==> config.mk <==
export PLATFORM = sky130hd
export DESIGN_NAME = acc_exec_unit
export DESIGN_NICKNAME = d
export VERILOG_FILES = /design/src/rtl/acc_alu_pkg.sv /design/src/rtl/acc_alu_decode.sv /design/src/rtl/acc_alu_addsub.sv /design/src/rtl/acc_alu_bitsel.sv /design/src/rtl/acc_exec_unit.sv
export SDC_FILE = /design/constraint.sdc
export NUM_CORES = 1
export LEC_CHECK = 0
export BUFFER_PORTS_ARGS = -buffer_cell sky130_fd_sc_hd__buf_2
export CAP_MARGIN = 20
export CORE_MARGIN = 2
export CORE_UTILIZATION = 49
export DETAILED_ROUTE_END_ITERATION = 16
export HOLD_SLACK_MARGIN = 0.06
export PLACE_DENSITY_LB_ADDON = 0.08
export SLEW_MARGIN = 20
export SYNTH_ARGS = -nofsm -noshare
export SYNTH_HDL_FRONTEND = slang
export SYNTH_SLANG_ARGS = --single-unit
==> constraint.sdc <==
create_clock -name clk -period 3.9 [get_ports clk]
set_input_delay 0.78 -clock clk [delete_from_list [all_inputs] [get_ports clk]]
set_output_delay 0.78 -clock clk [all_outputs]
set_load 0.01 [all_outputs]
==> src/rtl/acc_alu_pkg.sv <==
package acc_alu_pkg;

  typedef enum logic [4:0] {
    K_NONE, K_ADD, K_SUB, K_AND, K_IOR, K_XOR, K_COM, K_INC, K_DEC, K_MOV,
    K_RL, K_RR, K_SWAP, K_BCLR, K_BSET, K_TSTC, K_TSTS, K_INCSZ, K_DECSZ,
    K_CLR, K_MOVWF, K_LDK, K_BAD
  } alu_kind_e;

  typedef struct packed {
    alu_kind_e kind;
    logic      lit;      // operand A is the literal field
    logic      to_file;  // destination is the register file
  } alu_ctl_t;

endpackage

==> src/rtl/acc_alu_decode.sv <==
module acc_alu_decode
  import acc_alu_pkg::*;
#(
  parameter int IW = 14
) (
  input  logic [IW-1:0] op,
  output alu_ctl_t      ctl
);
  always_comb begin
    ctl.kind    = K_NONE;
    ctl.lit     = 1'b0;
    ctl.to_file = op[7];
    casez (op[13:8])
      6'b000000: begin ctl.kind = op[7] ? K_MOVWF : K_NONE; end
      6'b000001: ctl.kind = K_CLR;
      6'b000010: ctl.kind = K_SUB;
      6'b000011: ctl.kind = K_DEC;
      6'b000100: ctl.kind = K_IOR;
      6'b000101: ctl.kind = K_AND;
      6'b000110: ctl.kind = K_XOR;
      6'b000111: ctl.kind = K_ADD;
      6'b001000: ctl.kind = K_MOV;
      6'b001001: ctl.kind = K_COM;
      6'b001010: ctl.kind = K_INC;
      6'b001011: ctl.kind = K_DECSZ;
      6'b001100: ctl.kind = K_RR;
      6'b001101: ctl.kind = K_RL;
      6'b001110: ctl.kind = K_SWAP;
      6'b001111: ctl.kind = K_INCSZ;
      6'b0100??: begin ctl.kind = K_BCLR; ctl.to_file = 1'b1; end
      6'b0101??: begin ctl.kind = K_BSET; ctl.to_file = 1'b1; end
      6'b0110??: begin ctl.kind = K_TSTC; ctl.to_file = 1'b0; end
      6'b0111??: begin ctl.kind = K_TSTS; ctl.to_file = 1'b0; end
      6'b10????: begin ctl.kind = K_NONE; ctl.to_file = 1'b0; end
      6'b110???: begin ctl.kind = K_LDK; ctl.lit = 1'b1; ctl.to_file = 1'b0; end
      6'b111000: begin ctl.kind = K_IOR; ctl.lit = 1'b1; ctl.to_file = 1'b0; end
      6'b111001: begin ctl.kind = K_AND; ctl.lit = 1'b1; ctl.to_file = 1'b0; end
      6'b111010: begin ctl.kind = K_XOR; ctl.lit = 1'b1; ctl.to_file = 1'b0; end
      6'b111011: begin ctl.kind = K_BAD; ctl.to_file = 1'b0; end
      6'b11110?: begin ctl.kind = K_SUB; ctl.lit = 1'b1; ctl.to_file = 1'b0; end
      6'b11111?: begin ctl.kind = K_ADD; ctl.lit = 1'b1; ctl.to_file = 1'b0; end
      default:   ctl.kind = K_NONE;
    endcase
  end
endmodule

==> src/rtl/acc_alu_addsub.sv <==
module acc_alu_addsub #(
  parameter int DW = 8
) (
  input  logic [DW-1:0] a,
  input  logic [DW-1:0] b,
  input  logic          sub,
  output logic [DW-1:0] sum,
  output logic          cout,
  output logic          hcout
);
  localparam int HW = DW / 2;

  logic [DW-1:0] b_eff;
  logic [DW:0]   full;
  logic [HW:0]   half;

  // Subtraction is a + ~b + 1, so the carry outputs are inverted borrows.
  assign b_eff = sub ? ~b : b;
  assign full  = {1'b0, a} + {1'b0, b_eff} + (DW+1)'(sub);
  assign half  = {1'b0, a[HW-1:0]} + {1'b0, b_eff[HW-1:0]} + (HW+1)'(sub);
  assign sum   = full[DW-1:0];
  assign cout  = full[DW];
  assign hcout = half[HW];
endmodule

==> src/rtl/acc_alu_bitsel.sv <==
module acc_alu_bitsel #(
  parameter int DW = 8,
  localparam int BW = $clog2(DW)
) (
  input  logic [BW-1:0] sel,
  output logic [DW-1:0] mask
);
  for (genvar i = 0; i < DW; i++) begin : g_bit
    assign mask[i] = (sel == BW'(i));
  end
endmodule

==> src/rtl/acc_exec_unit.sv <==
module acc_exec_unit
  import acc_alu_pkg::*;
#(
  parameter int DW = 8,   // data width; literal field is opcode[DW-1:0]
  parameter int IW = 14,  // instruction width
  parameter int FW = 7    // file address field width
) (
  input  logic          clk,
  input  logic          rst,
  input  logic [IW-1:0] opcode,
  input  logic [DW-1:0] w_in,
  input  logic [DW-1:0] file_in,
  input  logic          bank_in,
  input  logic          z_in,
  input  logic          dc_in,
  input  logic          c_in,
  output logic [DW-1:0] res_q,
  output logic          wr_w_q,
  output logic          wr_f_q,
  output logic [FW:0]   faddr_q,
  output logic          z_q,
  output logic          dc_q,
  output logic          c_q,
  output logic          skip_q,
  output logic          bad_op_q
);
  localparam int HW = DW / 2;
  localparam int BW = $clog2(DW);

  alu_ctl_t      ctl;
  logic [DW-1:0] opa, sum, mask;
  logic          cout, hcout;

  logic [DW-1:0] n_res;
  logic          n_ww, n_wf, n_z, n_dc, n_c, n_skip, n_bad, n_wr;

  acc_alu_decode #(.IW(IW)) u_dec (.op(opcode), .ctl(ctl));

  assign opa = ctl.lit ? opcode[DW-1:0] : file_in;

  acc_alu_addsub #(.DW(DW)) u_add (
    .a(opa), .b(w_in), .sub(ctl.kind == K_SUB),
    .sum(sum), .cout(cout), .hcout(hcout)
  );

  acc_alu_bitsel #(.DW(DW)) u_bit (.sel(opcode[7 +: BW]), .mask(mask));

  always_comb begin
    n_res  = res_q;
    n_wr   = 1'b1;
    n_z    = z_in;
    n_dc   = dc_in;
    n_c    = c_in;
    n_skip = 1'b0;
    n_bad  = 1'b0;
    unique case (ctl.kind)
      K_ADD, K_SUB: begin n_res = sum; n_z = (sum == '0); n_c = cout; n_dc = hcout; end
      K_AND:   begin n_res = opa & w_in; n_z = (n_res == '0); end
      K_IOR:   begin n_res = opa | w_in; n_z = (n_res == '0); end
      K_XOR:   begin n_res = opa ^ w_in; n_z = (n_res == '0); end
      K_COM:   begin n_res = ~file_in;   n_z = (n_res == '0); end
      K_INC:   begin n_res = file_in + 1'b1; n_z = (n_res == '0); end
      K_DEC:   begin n_res = file_in - 1'b1; n_z = (n_res == '0); end
      K_MOV:   begin n_res = file_in;    n_z = (n_res == '0); end
      K_RL:    {n_c, n_res} = {file_in, c_in};
      K_RR:    {n_res, n_c} = {c_in, file_in};
      K_SWAP:  n_res = {file_in[HW-1:0], file_in[DW-1:HW]};
      K_BCLR:  n_res = file_in & ~mask;
      K_BSET:  n_res = file_in | mask;
      K_TSTC:  begin n_wr = 1'b0; n_skip = ((file_in & mask) == '0); end
      K_TSTS:  begin n_wr = 1'b0; n_skip = ((file_in & mask) != '0); end
      K_INCSZ: begin n_res = file_in + 1'b1; n_skip = (n_res == '0); end
      K_DECSZ: begin n_res = file_in - 1'b1; n_skip = (n_res == '0); end
      K_CLR:   begin n_res = '0; n_z = 1'b1; end
      K_MOVWF: n_res = w_in;
      K_LDK:   n_res = opcode[DW-1:0];
      K_BAD:   begin n_wr = 1'b0; n_bad = 1'b1; end
      default: n_wr = 1'b0;
    endcase
    n_wf = n_wr & ctl.to_file;
    n_ww = n_wr & ~ctl.to_file;
  end

  always_ff @(posedge clk) begin
    if (rst) begin
      res_q <= '0; wr_w_q <= 1'b0; wr_f_q <= 1'b0; faddr_q <= '0;
      z_q <= 1'b0; dc_q <= 1'b0; c_q <= 1'b0; skip_q <= 1'b0; bad_op_q <= 1'b0;
    end else begin
      res_q    <= n_res;
      wr_w_q   <= n_ww;
      wr_f_q   <= n_wf;
      faddr_q  <= {bank_in, opcode[FW-1:0]};
      z_q      <= n_z;
      dc_q     <= n_dc;
      c_q      <= n_c;
      skip_q   <= n_skip;
      bad_op_q <= n_bad;
    end
  end

  // file-minus-W carry is the absence of a borrow
  p_sub_carry_r3: assert property (@(posedge clk) disable iff (rst)
    (ctl.kind == K_SUB && !ctl.lit) |=> (c_q == ($past(file_in) >= $past(w_in))));

  // rotates leave zero alone
  p_rot_zero_r5: assert property (@(posedge clk) disable iff (rst)
    (ctl.kind == K_RL || ctl.kind == K_RR) |=> (z_q == $past(z_in)));

  // clear forces zero flag and a zero result
  p_clr_zero_r8: assert property (@(posedge clk) disable iff (rst)
    (ctl.kind == K_CLR) |=> (z_q && res_q == '0));

  // bit tests write nothing
  p_test_nowr_r9: assert property (@(posedge clk) disable iff (rst)
    (ctl.kind == K_TSTC || ctl.kind == K_TSTS) |=> (!wr_w_q && !wr_f_q && $stable(res_q)));

  // undefined code holds the result and writes nothing
  p_bad_hold_r12: assert property (@(posedge clk) disable iff (rst)
    bad_op_q |-> (!wr_w_q && !wr_f_q && res_q == $past(res_q)));

  // never both destinations
  p_one_dest_r7: assert property (@(posedge clk) disable iff (rst)
    $onehot0({wr_w_q, wr_f_q}));
endmodule

==> impl_metrics.toml <==
[status]
run_status = "finished, final reports clean"

[pwr]
p_leak_nw = 1.716
power_density_mw_per_mm2 = 223.9
peakVddDrop_mv = 0.1350

[min_path]
hold_class = "reg -> reg"
hp-start = "res_q[5]"
holdPathStages = 2
min_to = "res_q[5]"

[global_route]
antenna_found_initial = 0
gr-total-overflow = 0
track_usage_pct = 31.67
grt_max_degree = 43
grt_pass1_vias = 3702
grt_pass1_wl_um = 19760

[synthesis]
synth_cell_types = 72
synth_seq_area_share_pct = 12.80
synth-seq-cells = 23
yosysWarnings = 0
syn_area_per_cell_sq_um = 7.079
netlist_area_sq_mm = 0.003596
ys.flop_type = "dfxtp_1"
syn-num-nets = 573
postSynth.asyncResetShare_pct = 0
synthCells = 508
synth_edf_count = 0

[clock_tree]
numCtsBuffers = 3
cts_hold_buf = 0
cts_tree = "yes"
path_clk_slew_ps = 80
cts-root-buf = "clkbuf_8"
clk-insertion-delay-late_ps = 260
cts_buffer_depth = 2
cts_setup_buffers = 0
cts.htree.levels = 1
clkSinkCount = 23

[cells_and_area]
antennaDiodeCount = 0
area_delta_synth_final_pct = 13.12
final_common_cell = "buf_2"
seqCellArea_sq_um = 460.4
drive_gt1_share_pct = 19.68
multi_input_area_sq_mm = 0.002858
fin_nets = 620
layout_common_cells = "58 x buf_2, 44 x nor2_1, 40 x o21ai_0, 39 x a21oi_1, 38 x nand2_1"
largestRegisters = "faddr_q: 8 flops, res_q: 8 flops"
fin_util_pct = 56.69
fill_cells = 711
final_area_sq_mm = 0.004068

[timing]
skew_ps = 0
finalSetupViolCount = 0
slew-limit-headroom_pct = 52.42
rsz0062_at_grt = "false"
slew_viol_final = 0
fmax_mhz = 275.4
finalCritPeriodShare_pct = 93.11
holdWs_ps = 486.6
hold_viol = 0
worst_pin_slew_ps = 708.3
fin_crit_ps = 3631

[floorplanning]
die_w_um = 89.67
pin_count = 59
fp.coreArea_sq_mm = 0.007176
initial_core_util_pct = 50.11
rows = 31
die_h_um = 89.67
dieArea_sq_mm = 0.008040

[placement]
place_area_sq_mm = 0.004015
hpwl_um = 9714
gp_congestion = 1.002
port_buffers = 58

[worst_setup_path]
rr_startpoint = "res_q[2]"
critPathCaptureType = "flop"
path_delay_family = "compound AO/OA/AOI/OAI gates"
worst_r2r_endpoint = "res_q[2]"
path_cells = "buf_2 -> or4_4 -> o22ai_2 -> buf_4 -> o21ai_0 -> fa_1 -> nand2b_1 -> a21oi_1 -> xnor2_1 -> nor2_1 -> a2111oi_2 -> a211oi_1"
reg2reg_slack_ps = 3190
reg2regPathDepth = 2
cp.required_ps = 4030
critical_path_buf_inv_count = 2
start_kind = "primary input"
crit_slowest_cell = "or4_4"
critPathKind = "in -> reg"
startpoint = "opcode[13]"
cpPeakStageDelay_ps = 520
critPathMaxFanout = 3
critPathArrivalTime_ps = 3760

[routing]
postRouteWirelength_um = 12410
drtIter0Drc = 396
vias_per_cell = 6.412
vias = 4187
ant_nets = 0
firstDrtPassIters = 5
drc_errors = 0
wl_per_cell_um = 19.00

[job]
drv_cap = 0
synthesized netlist by cell type (all sizes together), types with 6 or more instances:
master	number	area share, %
a21oi	39	5.4
nor2b	14	2.4
nor4	8	1.6
or3	10	1.7
buf	18	2.8
nor3	18	2.5
nand4	8	1.4
a221oi	8	2.1
inv	24	2.5
nand2b	10	1.7
nand3b	6	1.3
mux2i	15	4.3
dfxtp	23	13
o21ai	41	5.7
nand3	14	2.1
nor2	44	4.6
a31oi	9	1.6
clkbuf	24	2.5
ha	28	9.7
o22ai	6	1.4
nand2	38	4.0
xnor2	12	2.9
a211oi	9	2.0
or2	6	1.0
where the power goes:
part	switching (mW)	internal (mW)	total, mW	leakage (nW)
combinational	0.305	0.202	0.507	1.50
sequential	0.00781	0.255	0.263	0.191
clock	0.0698	0.0711	0.141	0.0255
stage by stage:
stage | setup slack [ps] | setup TNS (ps) | cells | total power [mW]
6_report | 268.6 | 0 | 653 | 0.9106
5_1_grt | 103.1 | 0 | 653 | 0.9737
4_1_cts | 137.8 | 0 | 653 | 0.8994
3_5_place_dp | -286.0 | -286.0 | 649 | 0.7579
3_3_place_gp | -290.8 | -290.8 | 649 | 0.7567
2_1_floorplan | 301.4 | 0 | 508 | 0.6000
kinds of logic (layout without fill, tap and decap cells):
kind of cell / Yosys count / after routing / share of synthesized area (%)
adders and majority gates: 29 / 29 / 10.30
muxes: 18 / 18 / 5.845
DFF: 23 / 23 / 12.80
buffers and inverters: 67 / 113 / 7.898
AOI/OAI and AO/OA: 162 / 162 / 31.28
xor gates and xnor gates: 17 / 17 / 4.140
and+or+nand+nor: 192 / 192 / 27.73
worst max-delay path by stage:
| stage | cells after the start | end | slack, ps |
|---|---|---|---|
| floorplan | 14 | z_q | 300 |
| global placement | 12 | res_q[4] | -290 |
| detailed placement | 12 | res_q[4] | -290 |
| CTS | 12 | res_q[4] | 140 |
| global route | 15 | z_q | 100 |
| finish | 12 | res_q[4] | 270 |
final cells by class:
type,count,area share (%)
Multi-Input combinational cell,418,70.26
Timing Repair Buffer,84,11.93
Sequential cell,23,11.32
Tap cell,99,3.045
Inverter,25,2.307
Clock buffer,3,1.015
Clock inverter,1,0.1230
worst register-to-register path, stage by stage (launching register included):
cell	delay (ps)
dfxtp_1	340
nor2_1	50
a311oi_1	230
metal layers:
metal	vias up	track usage, %	part of all wire (%)
met4	0	9.498	2.3
met1	1938	46.32	44
met3	22	3.016	10
met2	249	49.00	43
li1	1978	-	-
met5	-	0	0
timing repair:
| action | in CTS | in global routing |
|---|---|---|
| endpoints found under the setup margin | 1 | 1 |
| pin swaps | 0 | 0 |
| resized for setup | 1 | 1 |
(Power assumes the default switching activity.)
